===== config.mk =====
export PLATFORM = sky130hd
export DESIGN_NAME = bus_match_cmp
export DESIGN_NICKNAME = d
export VERILOG_FILES = /design/src/rtl/bmc_pkg.sv /design/src/rtl/bmc_cfg_regs.sv /design/src/rtl/bmc_qual.sv /design/src/rtl/bmc_lane_cmp.sv /design/src/rtl/bus_match_cmp.sv
export SDC_FILE = /design/constraint.sdc
export NUM_CORES = 1
export LEC_CHECK = 0
export BUFFER_PORTS_ARGS = -buffer_cell sky130_fd_sc_hd__buf_2
export CAP_MARGIN = 5
export CORE_UTILIZATION = 52
export CTS_CLUSTER_DIAMETER = 100
export DETAILED_ROUTE_END_ITERATION = 8
export PLACE_DENSITY = 0.78
export SYNTH_ARGS = -nofsm -noshare
export SYNTH_HDL_FRONTEND = slang
export SYNTH_SLANG_ARGS = --single-unit

===== constraint.sdc =====
create_clock -name clk_i -period 1.4 [get_ports clk_i]
set_clock_uncertainty 0.15 [all_clocks]
set_input_delay 0.28 -clock clk_i [delete_from_list [all_inputs] [get_ports clk_i]]
set_output_delay 0.28 -clock clk_i [all_outputs]
set_load 0.01 [all_outputs]

===== src/rtl/bmc_pkg.sv =====
package bmc_pkg;

  typedef enum logic [1:0] {
    SEL_CTRL = 2'd0,
    SEL_ADDR = 2'd1,
    SEL_DATA = 2'd2,
    SEL_MASK = 2'd3
  } cfg_sel_e;

  // control bits, enable in bit 0
  typedef struct packed {
    logic size_byte;
    logic size_en;
    logic dir_read;
    logic dir_en;
    logic enable;
  } ctrl_t;

  localparam int CTRL_W = $bits(ctrl_t);
  localparam int LANE_W = 8;

endpackage


===== src/rtl/bmc_cfg_regs.sv =====
module bmc_cfg_regs
  import bmc_pkg::*;
#(
  parameter int ADDR_W = 16,
  parameter int DATA_W = 16
) (
  input  logic              clk_i,
  input  logic              rst_i,
  input  logic              we_i,
  input  logic [1:0]        sel_i,
  input  logic [DATA_W-1:0] wdata_i,
  output ctrl_t             ctrl_o,
  output logic [ADDR_W-1:0] addr_o,
  output logic [DATA_W-1:0] exp_o,
  output logic [DATA_W-1:0] mask_o
);

  logic unused_wdata_hi;
  assign unused_wdata_hi = ^wdata_i[DATA_W-1:CTRL_W];

  always_ff @(posedge clk_i) begin
    if (rst_i) begin
      ctrl_o <= '0;
      addr_o <= '0;
      exp_o  <= '0;
      mask_o <= '0;
    end else if (we_i) begin
      unique case (cfg_sel_e'(sel_i))
        SEL_CTRL: ctrl_o <= ctrl_t'(wdata_i[CTRL_W-1:0]);
        SEL_ADDR: addr_o <= wdata_i[ADDR_W-1:0];
        SEL_DATA: exp_o  <= wdata_i;
        SEL_MASK: mask_o <= wdata_i;
        default:  ;
      endcase
    end
  end

endmodule


===== src/rtl/bmc_qual.sv =====
module bmc_qual
  import bmc_pkg::*;
#(
  parameter int ADDR_W = 16
) (
  input  ctrl_t             ctrl_i,
  input  logic [ADDR_W-1:0] cmp_addr_i,
  input  logic [ADDR_W-1:0] bus_addr_i,
  input  logic              bus_rnw_i,
  input  logic              bus_byte_i,
  output logic              ok_o
);

  logic addr_ok, dir_ok, size_ok;

  always_comb begin
    addr_ok = (bus_addr_i == cmp_addr_i);
    dir_ok  = !ctrl_i.dir_en  || (bus_rnw_i  == ctrl_i.dir_read);
    size_ok = !ctrl_i.size_en || (bus_byte_i == ctrl_i.size_byte);
    ok_o    = ctrl_i.enable && addr_ok && dir_ok && size_ok;
  end

endmodule


===== src/rtl/bmc_lane_cmp.sv =====
module bmc_lane_cmp #(
  parameter int W = 8
) (
  input  logic [W-1:0] data_i,
  input  logic [W-1:0] exp_i,
  input  logic [W-1:0] mask_i,
  output logic         ok_o
);

  assign ok_o = ~|((data_i ^ exp_i) & mask_i);

endmodule


===== src/rtl/bus_match_cmp.sv =====
module bus_match_cmp
  import bmc_pkg::*;
#(
  parameter int ADDR_W = 16,
  parameter int DATA_W = 16
) (
  input  logic              clk_i,
  input  logic              rst_i,
  input  logic              cfg_we_i,
  input  logic [1:0]        cfg_sel_i,
  input  logic [DATA_W-1:0] cfg_wdata_i,
  input  logic              bus_valid_i,
  input  logic [ADDR_W-1:0] bus_addr_i,
  input  logic              bus_rnw_i,
  input  logic              bus_byte_i,
  input  logic [DATA_W-1:0] bus_data_i,
  output logic              hit_o
);

  localparam int LANES = DATA_W / LANE_W;

  ctrl_t             cfg_ctrl;
  logic [ADDR_W-1:0] cfg_addr;
  logic [DATA_W-1:0] cfg_exp;
  logic [DATA_W-1:0] cfg_mask;
  logic              qual_ok;
  logic [LANES-1:0]  lane_ok;
  logic              hit_q;

  bmc_cfg_regs #(.ADDR_W(ADDR_W), .DATA_W(DATA_W)) u_regs (
    .clk_i   (clk_i),
    .rst_i   (rst_i),
    .we_i    (cfg_we_i),
    .sel_i   (cfg_sel_i),
    .wdata_i (cfg_wdata_i),
    .ctrl_o  (cfg_ctrl),
    .addr_o  (cfg_addr),
    .exp_o   (cfg_exp),
    .mask_o  (cfg_mask)
  );

  bmc_qual #(.ADDR_W(ADDR_W)) u_qual (
    .ctrl_i     (cfg_ctrl),
    .cmp_addr_i (cfg_addr),
    .bus_addr_i (bus_addr_i),
    .bus_rnw_i  (bus_rnw_i),
    .bus_byte_i (bus_byte_i),
    .ok_o       (qual_ok)
  );

  // lane 0 is the most significant byte, i.e. the lowest address
  for (genvar g = 0; g < LANES; g++) begin : g_lane
    localparam int HI = DATA_W - 1 - g * LANE_W;
    bmc_lane_cmp #(.W(LANE_W)) u_cmp (
      .data_i (bus_data_i[HI -: LANE_W]),
      .exp_i  (cfg_exp[HI -: LANE_W]),
      .mask_i (cfg_mask[HI -: LANE_W]),
      .ok_o   (lane_ok[g])
    );
  end

  always_ff @(posedge clk_i) begin
    if (rst_i) hit_q <= 1'b0;
    else       hit_q <= bus_valid_i && qual_ok && (&lane_ok);
  end

  assign hit_o = hit_q;

endmodule


; ---- Word-level counts from Yosys, hierarchy flattened
; Index checks and enable logic that the tools add are counted.
[totals]
regBits = 54
in_bits = 56
out_inout_bits = 1
word_cells = 38
[classes]
eq_ne = 6
n_bitwise = 4
n_reduce_logical = 19
[op_table]
columns = op, n
row1 = $and 8x8->8, 2
row2 = $eq 16x16->1, 1
row3 = $reduce_or 8->1, 2
row4 = $xor 8x8->8, 2
row5 = $reduce_and 2->1, 5
row6 = $logic_and 1x1->1, 5
row7 = $eq 2x2->1 const B, 2
row8 = $logic_not 1->1, 4
row9 = $eq 1x1->1, 2
row10 = $eq 2x1->1 const B, 1
row11 = $logic_not 2->1, 1
row12 = $logic_or 1x1->1, 2

; ---- Depth between registers and ports, before layout
; Gate-level depths: netlist of the first run.
[logic_depth]
depth_word = 6
depth_mapped = 6

; ---- By module
; From an unflattened synthesis of the first run, not the netlist that was laid out.
[hier_totals]
hier_cells = 249
area_unflattened_um2 = 2602.5
[by_module_without_submodules]
columns = module, instances, cells_per_inst, area_each_um2
row1 = bmc_cfg_regs, 1, 194, 2139.6
row2 = bmc_lane_cmp, 2, 13, 108.9
row3 = bmc_qual, 1, 26, 209.0
row4 = bus_match_cmp, 1, 3, 36.3

; ---- Least setup slack after synthesis of the first run
; Ideal clock, no wire load.
[synth_path]
path_type = reg2reg
startpoint = register u_regs.ctrl_o[2] (netlist name)
endpoint = register hit_q (netlist: hit_o)
t_arrival_ns = 1.083
setup_slack_ns = 0.094
path_stages_with_launch = 6
path_buffers = 0
synth_period_minus_slack_ns = 1.306
path_cell_list = dfxtp_1 > xor2_1 > a22o_1 > a221oi_1 > nand4_1 > nor3_2
[synth_between]
elab_chain_cells = 6
[synth_rtl]
columns = item, line_no
row1 = "start, declared", bmc_cfg_regs.sv:12  ; output ctrl_t ctrl_o,
row2 = "start signal, assigned", bmc_cfg_regs.sv:29  ; SEL_CTRL: ctrl_o <= ctrl_t'(wdata_i[CTRL_W-1:0]);
row3 = $eq 1x1->1, bmc_qual.sv:18  ; dir_ok = !ctrl_i.dir_en || (bus_rnw_i == ctrl_i.dir_read);
row4 = $logic_or 1x1->1, bmc_qual.sv:18
row5 = $logic_and 1x1->1 (2 in series), bmc_qual.sv:20  ; ok_o = ctrl_i.enable && addr_ok && dir_ok && size_ok;
row6 = $logic_and 1x1->1 (2 in series), bus_match_cmp.sv:64  ; else hit_q <= bus_valid_i && qual_ok && (&lane_ok);
row7 = "end signal, assigned", bus_match_cmp.sv:64
row8 = "end, declared", bus_match_cmp.sv:28  ; logic hit_q;
; No other way between the ends.
; A chain may end at the register's enable or synchronous reset.

; ---- Worst setup path in the final report of the first run
[layout_path]
startpoint = register u_regs.exp_o[5]
endpoint = register hit_q (netlist: hit_o)
[layout_between]
elab_chain_cells = 6
[layout_rtl]
columns = item, line_no
row1 = "start, declared", bmc_cfg_regs.sv:14  ; output logic [DATA_W-1:0] exp_o,
row2 = "start signal, assigned", bmc_cfg_regs.sv:31  ; SEL_DATA: exp_o <= wdata_i;
row3 = $xor 8x8->8, bmc_lane_cmp.sv:10  ; assign ok_o = ~|((data_i ^ exp_i) & mask_i);
row4 = $and 8x8->8, bmc_lane_cmp.sv:10
row5 = $reduce_or 8->1, bmc_lane_cmp.sv:10
row6 = $logic_not 1->1, bmc_lane_cmp.sv:10
row7 = $reduce_and 2->1, bus_match_cmp.sv:64
row8 = $logic_and 1x1->1, bus_match_cmp.sv:64
; No other way between the ends.

==> results of run 1 <==
-- power breakdown --
group | internal, mW | total (mW) | switching [mW] | leakage (nW)
registers | 1.59 | 1.62 | 0.0302 | 0.440
clock network | 0.536 | 1.06 | 0.522 | 0.0585
logic | 0.174 | 0.371 | 0.197 | 0.707
total | 2.30 | 3.04 | 0.749 | 1.21
-- final cells by class --
class,instances,share of cell area
Clock buffer,5,0.0239
Clock inverter,3,0.0152
Multi-Input combinational cell,214,0.412
Sequential cell,54,0.377
Tap cell,52,0.0226
Timing Repair Buffer,71,0.150
-- sequential cells by signal, indices dropped and copies added, names as in the netlist --
name and count:
u_regs.addr_o 16, u_regs.exp_o 16, u_regs.mask_o 16, u_regs.ctrl_o 5
hit_o 1
-- stage by stage --
stage / util / setup TNS [ns]
2_1_floorplan: - / 0
3_3_place_gp: 0.635 / -0.0611
4_1_cts: 0.664 / -0.0572
6_report: 0.666 / -0.118
5_1_grt: 0.666 / -0.150
3_5_place_dp: 0.635 / -0.118
-- path summary, 6_finish.rpt --
path,from,endpoint,slack (ns)
min reg2reg,u_regs.mask_o[4]$_SDFFE_PP0P_,u_regs.mask_o[4]$_SDFFE_PP0P_,0.31
max reg2reg,u_regs.exp_o[5]$_SDFFE_PP0P_,hit_o$_SDFF_PP0_,-0.12
max,u_regs.exp_o[5]$_SDFFE_PP0P_,hit_o$_SDFF_PP0_,-0.12
min,cfg_wdata_i[5],u_regs.exp_o[5]$_SDFFE_PP0P_,0.06
-- cell families (layout without fill, tap and decap cells) --
group / Yosys count / count (layout)
compound gates: 57 / 57
xor+xnor: 34 / 34
buf+inv: 16 / 79
flops: 54 / 54
mux: 5 / 5
simple gates: 118 / 118
-- cells in the mapped netlist, types with 2 or more instances --
cell       n
nor2_1     5
xnor2_1    4
nand3_1    3
clkbuf_1   6
a21oi_1   48
buf_2      5
nand4_1    2
buf_4      3
mux2i_1    5
nor4_1     3
nand2_1   98
dfxtp_1   54
a22o_1     2
xor2_1    30
a22oi_1    3
-- worst reg2reg max path, cell delays in order, from the launching register on --
cell	delay, ns
dfxtp_2	0.34
xor2_1	0.14
a222oi_1	0.46
nand4_1	0.18
nor3_2	0.18
-- repair_timing --
item,CTS,global route
setup endpoints to repair,1,1
hold buffers,0,0
pin swaps,1,5
gates resized for setup,3,2
-- routing by layer --
metal | routed length (microns) | vias up | track usage | share of wire
met5 | 0 | - | 0 | 0
met4 | 62 | 0 | 0.0658 | 0.011
met3 | 268 | 8 | 0.0439 | 0.049
met2 | 2660 | 60 | 0.402 | 0.49
met1 | 2440 | 939 | 0.315 | 0.45
li1 | - | 1059 | - | -
==> summary.txt, run 1 <==
Clock tree
  – Clock buffers created by TritonCTS: 5
  – Root buffer cell: clkbuf_8
  – Clock slew seen by the registers of the worst setup and hold paths: 0.10 ns
  – Clock insertion delay at the later pin of the skew report: just over 0.3 ns
  – Number of setup buffers added after CTS: 0
  – H-tree depth reported by CTS: 2
  – Clock tree from TritonCTS: done
  – Worst-case clock buffer depth: 2
  – Clock sink count: 54

Logic synthesis
  – Proportion of synthesized area in mux cells: 0.0214
  – Mapped Area: approximately 2300 sq um
  – Share of synthesized area occupied by flip-flops and latches: 0.463
  – Syn_nets: 340
  – Number of synthesized register bits: 54
  – Leading cell types by total area after synthesis: dfxtp_1, nand2_1, xor2_1, a21oi_1, mux2i_1
  – Avg Cell Area, Syn: 8.22 sq um
  – Post-synthesis compound-gate area fraction: 0.138
  – Synth cell types: 28
  – Top cell type by total area after synthesis: dfxtp_1
  – Number of flops mapped to enable cells by yosys: 0
  – Simple-gate portion of the synthesized area: 0.213
  – Flip-flop cell with the highest count after synthesis: dfxtp_1
  – Area share of the leading cell type in the synthesized netlist: 0.463
  – Fraction of the mapped netlist area in adder cells: 0
  – Count of synthesis-stage warnings from yosys: 0
  – Synthesized-area fraction occupied by xor and xnor cells: 0.128
  – Async set-reset flop share out of synthesis: 0
  – Cells after Synth: approximately 280
  – Largest family of logic cells by synthesized area: simple AND/OR/NAND/NOR gates

Critical path
  – Critical path start-end classification: reg -> reg
  – Crit path max-delay cell type: a222oi_1
  – Sum of buffers and inverters on the critical path: 0
  – Crit path capture type: flop
  – Worst path depth: 4
  – Critical Path Fanout Max: 2
  – Arrival time worst endpoint: 1.61 ns
  – Kind of cell with the highest combined delay on the critical path: compound AO/OA/AOI/OAI gates
  – CP Launch Type: flop
  – Data required time at the worst endpoint: around 1.5 ns
  – Sequence of cells on the critical path: xor2_1, a222oi_1, nand4_1, nor3_2
  – Max incr delay on CP: between 0.4 and 0.5 ns
  – Reg2Reg Depth: 4

Drt
  – Detail Route Antenna Nets: 0
  – 1st-iter DRT viols: 130
  – Per-cell routed wire length: 13.6 microns
  – DRC Markers: 0
  – First-pass iteration count of the detailed router: 5
  – Total wire length after detailed routing: 5430 microns
  – Number of vias in the routed layout: 2066
  – Vias per cell: just over 5

Final layout
  – Area taken by flip-flops and latches: 1080 sq um
  – Fillcell total: between 300 and 400
  – # nets final: 402
  – Layout area overhead: 23.3%
  – Inserted Diodes: 0
  – Count of non-filler cells in the finished layout: approximately 400
  – Area used by multi-input combinational logic: 1190 sq um
  – Commonest non-fill, non-tap cell in the layout: nand2_1
  – Post-route cell area: 2880 sq um
  – Fraction of final layout cells with drive strength greater than 1: 0.254
  – Most frequent cells in the layout: nand2_1, buf_2, dfxtp_1

Min path
  – Worst Hold Class: in -> reg
  – Worst hold path stage count: 3

Timing
  – Setup repair after global routing missed its margin: yes
  – Finish-stage setup viols: 1
  – Fin Hold WS: between 0.06 and 0.07 ns
  – Period minus WS final: between 1.5 and 2 ns
  – Hold violation count in the final report: 0
  – Slew at the pin with the worst max-slew slack: about 0.46 ns
  – Tcrit/Tclk final: 1.08
  – Timing-limited maximum frequency: ~660 MHz
  – Fin. max-slew vios: 0
  – Headroom to the max-slew limit: 0.693
  – Smallest setup slack after layout: -0.118 ns

Placement
  – Pre-CTS worst setup slack: -0.118 ns
  – Routability congestion estimate: 0.773
  – Placed wire-length estimate: between 3000 and 4000 microns
  – Port Buffer Count: 56
  – Number of instances in the placed design: 391
  – Area after DPL: around 2700 sq um

Die
  – I/O pins: 57
  – Area inside the core boundary: between 4000 and 5000 sq um
  – Number of rows in the core area: 24
  – Horizontal die dimension: between 60 and 70 microns
  – Overall die height: a little under 70 microns
  – DIE AREA: 4760 sq um
  – Initial Utilization: 0.540

Run status
  – Run status: complete, but fails checks
  – Violations in the final reports: setup timing

Global routing
  – Number of antenna violations at the first check in global routing: 0
  – GR Overflow Total: 0
  – Pin count of the biggest net entering global routing: 54
  – Number of global-route vias before repair: 1945
  – Global-route wire length before repair: just over 9000 microns
  – Total track usage: 0.239

Run
  – Reported max-cap violation count: 0

Power and ir drop
  – Worst vdd rail ir drop: approximately 0.00094 V
  – Reported leakage power: 1.21 nW
  – Pwr/cell area: around 1100 nW/um^2
  – Overall Power: around 3.0 mW
Note: power is estimated with default switching activity, not from simulation.
==> inputs of run 2 (changes only) <==
--- a/config.mk
+++ b/config.mk
@@ -7,10 +7,12 @@
 export LEC_CHECK = 0
 export BUFFER_PORTS_ARGS = -buffer_cell sky130_fd_sc_hd__buf_2
 export CAP_MARGIN = 5
+export CORE_MARGIN = 5
 export CORE_UTILIZATION = 52
 export CTS_CLUSTER_DIAMETER = 100
 export DETAILED_ROUTE_END_ITERATION = 8
 export PLACE_DENSITY = 0.78
+export SETUP_SLACK_MARGIN = 0.5
 export SYNTH_ARGS = -nofsm -noshare
 export SYNTH_HDL_FRONTEND = slang
 export SYNTH_SLANG_ARGS = --single-unit
==> run 2 against run 1 <==
The run still ends with setup timing left. Fmax grew 0.20%. Utilization grew 18 points. Critical path type unchanged. Non-clock buffer count increased by 7. Register-to-register slack is essentially flat. Worst setup slack improved by 0.0030 ns. Flip-flop and latch count did not move. Critical path depth is 1 higher. Cell count up 1.8%. Design area is 28% higher. Combinational power is 60% higher. Wire length rose by 61%.
==> summary.txt, run 2 (same netlist as run 1, synthesis figures left out) <==
Run status
  – Run status: complete, but fails checks
  – Violations in the final reports: setup timing

Die
  – Horizontal die dimension: 77.0 microns (+12%)
  – Overall die height: 77.0 microns (+12%)
  – Number of rows in the core area: 24 (unchanged)
  – Initial Utilization: 0.536 (-0.00372)
  – Area inside the core boundary: 4350 sq um (+0.69%)
  – DIE AREA: 5930 sq um (+25%)
  – I/O pins: 57 (unchanged)

Timing
  – Fin. max-slew vios: 0 (unchanged)
  – Finish-stage setup viols: 1 (unchanged)
  – Period minus WS final: 1.52 ns (-0.00303 ns)
  – Timing-limited maximum frequency: 660 MHz (+0.20%)
  – Smallest setup slack after layout: -0.115 ns (+0.00303 ns)
  – Setup repair after global routing missed its margin: yes
  – Post-Route Setup TNS: -0.115 ns (+0.00303 ns)
  – Tcrit/Tclk final: 1.08 (-0.00217)
  – Headroom to the max-slew limit: 0.727 (+0.0343)
  – Slew at the pin with the worst max-slew slack: 0.410 ns (-0.0514 ns)
  – Hold violation count in the final report: 0 (unchanged)

Clock tree
  – Clock sink count: 54 (unchanged)
  – Worst-case clock buffer depth: 2 (unchanged)
  – Clock slew seen by the registers of the worst setup and hold paths: 0.10 ns (about the same)
  – Clock insertion delay at the later pin of the skew report: 0.32 ns (about the same)
  – Clock tree from TritonCTS: done
  – H-tree depth reported by CTS: 2 (unchanged)
  – Clock buffers created by TritonCTS: 5 (unchanged)
  – Root buffer cell: clkbuf_8

Power and ir drop
  – Power dissipated by switching net loads: 885 uW (+18%)
  – Worst vdd rail ir drop: 0.000590 V (-37%)
  – Sw Ratio: 0.268 (+0.0217)
  – Power share of the clock group: 0.327 (-0.021)
  – Pwr/cell area: 900 nW/um^2 (-15%)
  – Logic gate share of total power: 0.180 (+0.058)
  – Total internal power: 2.42 mW (+5.5%)
  – Sequential cell fraction of total power: 0.494 (-0.037)
  – Reported leakage power: 1.55 nW (+29%)

Final layout
  – Registers with the most flip-flops: u_regs.addr_o: 16 flops, u_regs.exp_o: 16 flops, u_regs.mask_o: 16 flops
  – Most frequent cells in the layout: buf_2, dfxtp_1, a21oi_2
  – Fraction of final layout cells with drive strength greater than 1: 0.627 (+0.374)
  – # nets final: 410 (+2.0%)
  – Fillcell total: 222 (-39%)
  – Post-route cell area: 3670 sq um (+28%)
  – Inserted Diodes: 0 (unchanged)
  – Layout area overhead: 57.3%
  – Commonest non-fill, non-tap cell in the layout: buf_2

Drt
  – First-pass iteration count of the detailed router: 4 (-1)
  – 1st-iter DRT viols: 200 (+54%)
  – DRC Markers: 0 (unchanged)
  – Per-cell routed wire length: 21.5 microns (+58%)
  – Total wire length after detailed routing: 8730 microns (+61%)
  – Number of vias in the routed layout: 2405 (+16%)
  – Vias per cell: 5.92 (+14%)
  – Detail Route Antenna Nets: 0 (unchanged)

Placement
  – Port Buffer Count: 56 (unchanged)
  – Placed wire-length estimate: 4280 microns (+7.9%)
  – Area after DPL: 2730 sq um (-0.41%)
  – Routability congestion estimate: 0.852 (+10%)

Critical path
  – Sum of buffers and inverters on the critical path: 0 (unchanged)
  – Critical Path Fanout Max: 2 (unchanged)
  – Crit path capture type: flop
  – Crit path max-delay cell type: dfxtp_1
  – CP Launch Type: flop
  – Data required time at the worst endpoint: 1.50 ns (about the same)
  – Kind of cell with the highest combined delay on the critical path: compound AO/OA/AOI/OAI gates
  – Arrival time worst endpoint: 1.61 ns (about the same)
  – Sequence of cells on the critical path: xor2_1, a22o_1, a221oi_2, nand3_1, nor3_2
  – Critical path start-end classification: reg -> reg
  – Max incr delay on CP: 0.33 ns (-0.13 ns)

Global routing
  – GR Overflow Total: 0 (unchanged)
  – Number of global-route vias before repair: 2304 (+18%)
  – Pin count of the biggest net entering global routing: 37 (-31%)
  – Global-route wire length before repair: 11000 microns (+21%)
  – Number of antenna violations at the first check in global routing: 0 (unchanged)
  – Total track usage: 0.234 (-0.00552)

Min path
  – Worst Hold Class: in -> reg

Run
  – Reported max-cap violation count: 0 (unchanged)
==> run 2: stage by stage <==
step                total power [mW]  worst slack, ns  hold slack [ns]  utilization  std cells
floorplan                       1.85            0.132            0.266            -        284
global placement                2.01          -0.0629            0.292        0.628        388
detailed placement              2.02           -0.108            0.296        0.628        388
CTS                             3.16          -0.0535           0.0809        0.753        401
global route                    3.40           -0.196           0.0930        0.843        406
finish                          3.31           -0.115           0.0920        0.843        406
==> run 2: timing repair <==
| action | 4_1_cts | 5_1_grt |
|---|---|---|
| endpoints found under the setup margin | 55 | 52 |
| pin swaps | 37 | 44 |
| buffers inserted | 1 | 5 |
| gates cloned | 5 | 0 |
| hold endpoints to repair | 0 | 0 |
| gates resized for setup | 103 | 97 |
| hold buffers | 0 | 0 |
==> run 2: cell type report <==
class	instances	area, sq um	share of cell area
multi-input cells	215	1780	0.485
flip-flops and latches	54	1080	0.295
repair buffers	78	629	0.171
clock buffers	6	82.6	0.0225
well taps	52	65.1	0.0177
clock inverters	1	30.0	0.00818
==> run 2: per-layer routing <==
metal	GRT usage	up-vias	share of wire
li1	-	1080	-
met1	0.266	1131	0.37
met2	0.423	146	0.51
met3	0.0562	48	0.078
met4	0.0825	0	0.050
met5	0	-	0
==> run 2: worst reg2reg max path, cell delays in order (launching register included) <==
cell and delay [ns]:
dfxtp_1 0.33, xor2_1 0.16, a22o_1 0.24, a221oi_2 0.24, nand3_1 0.20, nor3_2 0.13
==> run 2: path summary, 6_finish.rpt <==
path | cells past startpoint | startpoint | slack (ns) | to
worst max register to register | 5 | u_regs.exp_o[13]$_SDFFE_PP0P_ | -0.12 | hit_o$_SDFF_PP0_
worst min register to register | 2 | u_regs.mask_o[8]$_SDFFE_PP0P_ | 0.32 | u_regs.mask_o[8]$_SDFFE_PP0P_
worst min-delay path | 3 | cfg_wdata_i[7] | 0.09 | u_regs.addr_o[7]$_SDFFE_PP0P_
worst max-delay path | 5 | u_regs.exp_o[13]$_SDFFE_PP0P_ | -0.12 | hit_o$_SDFF_PP0_
==> run 2: power groups by stage <==
stage / Sequential, mW / Clock (mW) / Combinational [mW]
6_report: 1.63 / 1.08 / 0.594
5_1_grt: 1.64 / 1.14 / 0.622
3_5_place_dp: 1.65 / 0 / 0.363
2_1_floorplan: 1.65 / 0 / 0.204
4_1_cts: 1.62 / 1.07 / 0.474
3_3_place_gp: 1.65 / 0 / 0.355
==> inputs of run 3 (changes only) <==
--- a/config.mk
+++ b/config.mk
@@ -8,10 +8,10 @@
 export BUFFER_PORTS_ARGS = -buffer_cell sky130_fd_sc_hd__buf_2
 export CAP_MARGIN = 5
 export CORE_MARGIN = 5
-export CORE_UTILIZATION = 52
+export CORE_UTILIZATION = 40
 export CTS_CLUSTER_DIAMETER = 100
 export DETAILED_ROUTE_END_ITERATION = 8
-export PLACE_DENSITY = 0.78
+export PLACE_DENSITY = 0.66
 export SETUP_SLACK_MARGIN = 0.5
 export SYNTH_ARGS = -nofsm -noshare
 export SYNTH_HDL_FRONTEND = slang
==> run 3 against run 2 <==
The flow still finishes with violations (setup timing). Utilization shrank 25 points. Clock-buffer cell count is the same. Design area shrank 9.2%. Cell count grew 3.7%. First-iteration DRC count shrank 46%. Worst setup slack gained 0.023 ns. Worst hold slack gained 0.0050 ns. Combinational power shrank 17%. Largest cell class unchanged. Largest power group unchanged. Highest routed layer unchanged.
==> summary.txt, run 3 (same netlist as run 1, synthesis figures left out) <==
Timing
  – Setup repair after global routing missed its margin: yes
  – Tcrit/Tclk final: 1.07 (-0.0161)
  – Headroom to the max-slew limit: 0.711 (-0.0160)
  – Fin. max-slew vios: 0 (unchanged)
  – Finish-stage setup viols: 1 (unchanged)
  – Slew at the pin with the worst max-slew slack: 0.434 ns (+0.0241 ns)
  – Smallest setup slack after layout: -0.0926 ns (+0.0226 ns)
  – Timing-limited maximum frequency: 670 MHz (+1.5%)
  – Hold violation count in the final report: 0 (unchanged)
  – Period minus WS final: 1.49 ns (-0.0226 ns)

Power and ir drop
  – Pwr/cell area: 906 nW/um^2 (+0.65%)
  – Reported leakage power: 1.40 nW (-9.6%)
  – Worst vdd rail ir drop: 0.000609 V (+3.3%)
  – Power dissipated by switching net loads: 805 uW (-9.0%)
  – Logic gate share of total power: 0.163 (-0.017)
  – Sequential cell fraction of total power: 0.535 (+0.041)
  – Power share of the clock group: 0.302 (-0.025)
  – Total internal power: 2.21 mW (-8.5%)
  – Sw Ratio: 0.267 (-0.000998)

Placement
  – Routability congestion estimate: 0.803 (-5.8%)
  – Placed wire-length estimate: 4480 microns (+4.8%)
  – Number of instances in the placed design: 407 (+4.9%)
  – Port Buffer Count: 56 (unchanged)

Die
  – Horizontal die dimension: 86.4 microns (+12%)
  – DIE AREA: 7460 sq um (+26%)
  – Initial Utilization: 0.419 (-0.117)
  – Overall die height: 86.4 microns (+12%)
  – I/O pins: 57 (unchanged)
  – Number of rows in the core area: 27 (+13%)
  – Area inside the core boundary: 5570 sq um (+28%)

Critical path
  – Reg2Reg Capture Point: hit_o$_SDFF_PP0_
  – Reg2Reg Depth: 5 (unchanged)
  – R2R Setup Slk: -0.09 ns (+0.02 ns)
  – Data required time at the worst endpoint: 1.49 ns (about the same)
  – Critical path start-end classification: reg -> reg
  – Arrival time worst endpoint: 1.58 ns (-0.03 ns)
  – Start of the worst register-to-register path: u_regs.exp_o[13]$_SDFFE_PP0P_
  – Crit path capture type: flop
  – Critical Path Fanout Max: 2 (unchanged)
  – CP Launch Type: flop

Clock tree
  – H-tree depth reported by CTS: 2 (unchanged)
  – Clock sink count: 54 (unchanged)
  – Worst-case clock buffer depth: 2 (unchanged)
  – Root buffer cell: clkbuf_8
  – Clock slew seen by the registers of the worst setup and hold paths: 0.10 ns (about the same)
  – Clock insertion delay at the later pin of the skew report: 0.30 ns (-0.02 ns)
  – Hold buffer count at CTS: 0 (unchanged)
  – Clock tree from TritonCTS: done
  – Clock buffers created by TritonCTS: 5 (unchanged)

Run status
  – Violations in the final reports: setup timing
  – Run status: complete, but fails checks

Global routing
  – Most Crowded Layer GR: met2
  – GR Layer Usage met1: 0.229 (-0.0361)
  – Pin count of the biggest net entering global routing: 34 (-8.1%)
  – Total track usage: 0.172 (-0.0616)
  – Global-route wire length before repair: 10100 microns (-8.1%)
  – GR met3 Demand/Resource: 0.0323 (-0.0239)
  – Number of global-route vias before repair: 2113 (-8.3%)
  – GR Overflow Total: 0 (unchanged)
  – Number of antenna violations at the first check in global routing: 0 (unchanged)
  – GR met2 Demand/Resource: 0.291 (-0.132)

Min path
  – Terminating pin of the worst hold path: u_regs.addr_o[14]$_SDFFE_PP0P_
  – Worst hold path stage count: 3 (unchanged)
  – Worst Hold Class: in -> reg
  – Min-Delay Startpoint: cfg_wdata_i[14]

Drt
  – DRC Markers: 0 (unchanged)
  – First-pass iteration count of the detailed router: 4 (unchanged)
  – Detail Route Antenna Nets: 0 (unchanged)
  – Per-cell routed wire length: 16.0 microns (-26%)
  – Vias per cell: 5.08 (-14%)
  – 1st-iter DRT viols: 109 (-46%)
  – Number of vias in the routed layout: 2139 (-11%)
  – Total wire length after detailed routing: 6730 microns (-23%)

Final layout
  – Most frequent cells in the layout: nand2_1, buf_2, dfxtp_1
  – Fillcell total: 472 (+110%)
  – Core utilization of the finished layout: 0.598 (-0.245)
  – Layout area overhead: 42.8%
  – Commonest non-fill, non-tap cell in the layout: nand2_1
  – Fraction of final layout cells with drive strength greater than 1: 0.461 (-0.166)
  – Registers with the most flip-flops: u_regs.addr_o: 16 flops, u_regs.exp_o: 16 flops, u_regs.mask_o: 16 flops
  – # nets final: 404 (-1.5%)
  – Count of non-filler cells in the finished layout: 421 (+3.7%)
  – Inserted Diodes: 0 (unchanged)

Run
  – Reported max-cap violation count: 0 (unchanged)
## run 3: area by class of cell
type                       instances  area (sq um)  area share
clock inverter                     2          17.5     0.00526
multi-input combinational        215          1520       0.456
clock buffer                       6          82.6      0.0248
timing repair buffer              72           538       0.161
tap                               72          90.1      0.0270
sequential                        54          1080       0.325
## run 3: how the worst max path moves through the flow
stage	end	depth (start not counted)	start
finish	hit_o$_SDFF_PP0_	5	u_regs.exp_o[13]$_SDFFE_PP0P_
global route	hit_o$_SDFF_PP0_	4	u_regs.exp_o[5]$_SDFFE_PP0P_
CTS	hit_o$_SDFF_PP0_	5	u_regs.exp_o[13]$_SDFFE_PP0P_
detailed placement	hit_o$_SDFF_PP0_	6	bus_data_i[13]
global placement	hit_o$_SDFF_PP0_	6	bus_data_i[13]
floorplan	hit_o$_SDFF_PP0_	5	u_regs.exp_o[13]$_SDFFE_PP0P_
## run 3: critical path, stage by stage, from the launching register on
cell	delay (ns)
dfxtp_2	0.33
xor2_1	0.14
a22o_1	0.26
a221oi_2	0.23
nand3_1	0.16
nor3_2	0.17
## run 3: timing repair
| item | in CTS | in global routing |
|---|---|---|
| cloned | 2 | 2 |
| gates resized for setup | 81 | 39 |
| buffers inserted | 2 | 0 |
| endpoints found under the setup margin | 55 | 55 |
| pin swaps | 37 | 19 |
## run 3: power by group through the flow
stage	logic, mW	clock network [mW]	registers [mW]
finish	0.492	0.911	1.62
floorplan	0.204	0	1.65
CTS	0.441	0.940	1.62
detailed placement	0.362	0	1.65
global placement	0.356	0	1.65
global route	0.530	0.988	1.62
## run 3: layer usage
metal,vias up,share of wire
met5,-,0
met4,0,0.011
met3,6,0.060
met2,63,0.50
met1,1001,0.43
li1,1069,-
## run 3: through the flow
| stage | cell area (sq um) | hold slack [ns] | TNS, ns | setup slack [ns] | power, mW |
|---|---|---|---|---|---|
| 2_1_floorplan | 2400 | 0.266 | 0 | 0.132 | 1.85 |
| 3_3_place_gp | 2740 | 0.292 | -0.135 | -0.135 | 2.01 |
| 3_5_place_dp | 2740 | 0.298 | -0.141 | -0.141 | 2.01 |
| 4_1_cts | 3150 | 0.0864 | -0.0460 | -0.0460 | 3.00 |
| 5_1_grt | 3330 | 0.0998 | -0.167 | -0.167 | 3.14 |
| 6_report | 3330 | 0.0970 | -0.0926 | -0.0926 | 3.02 |
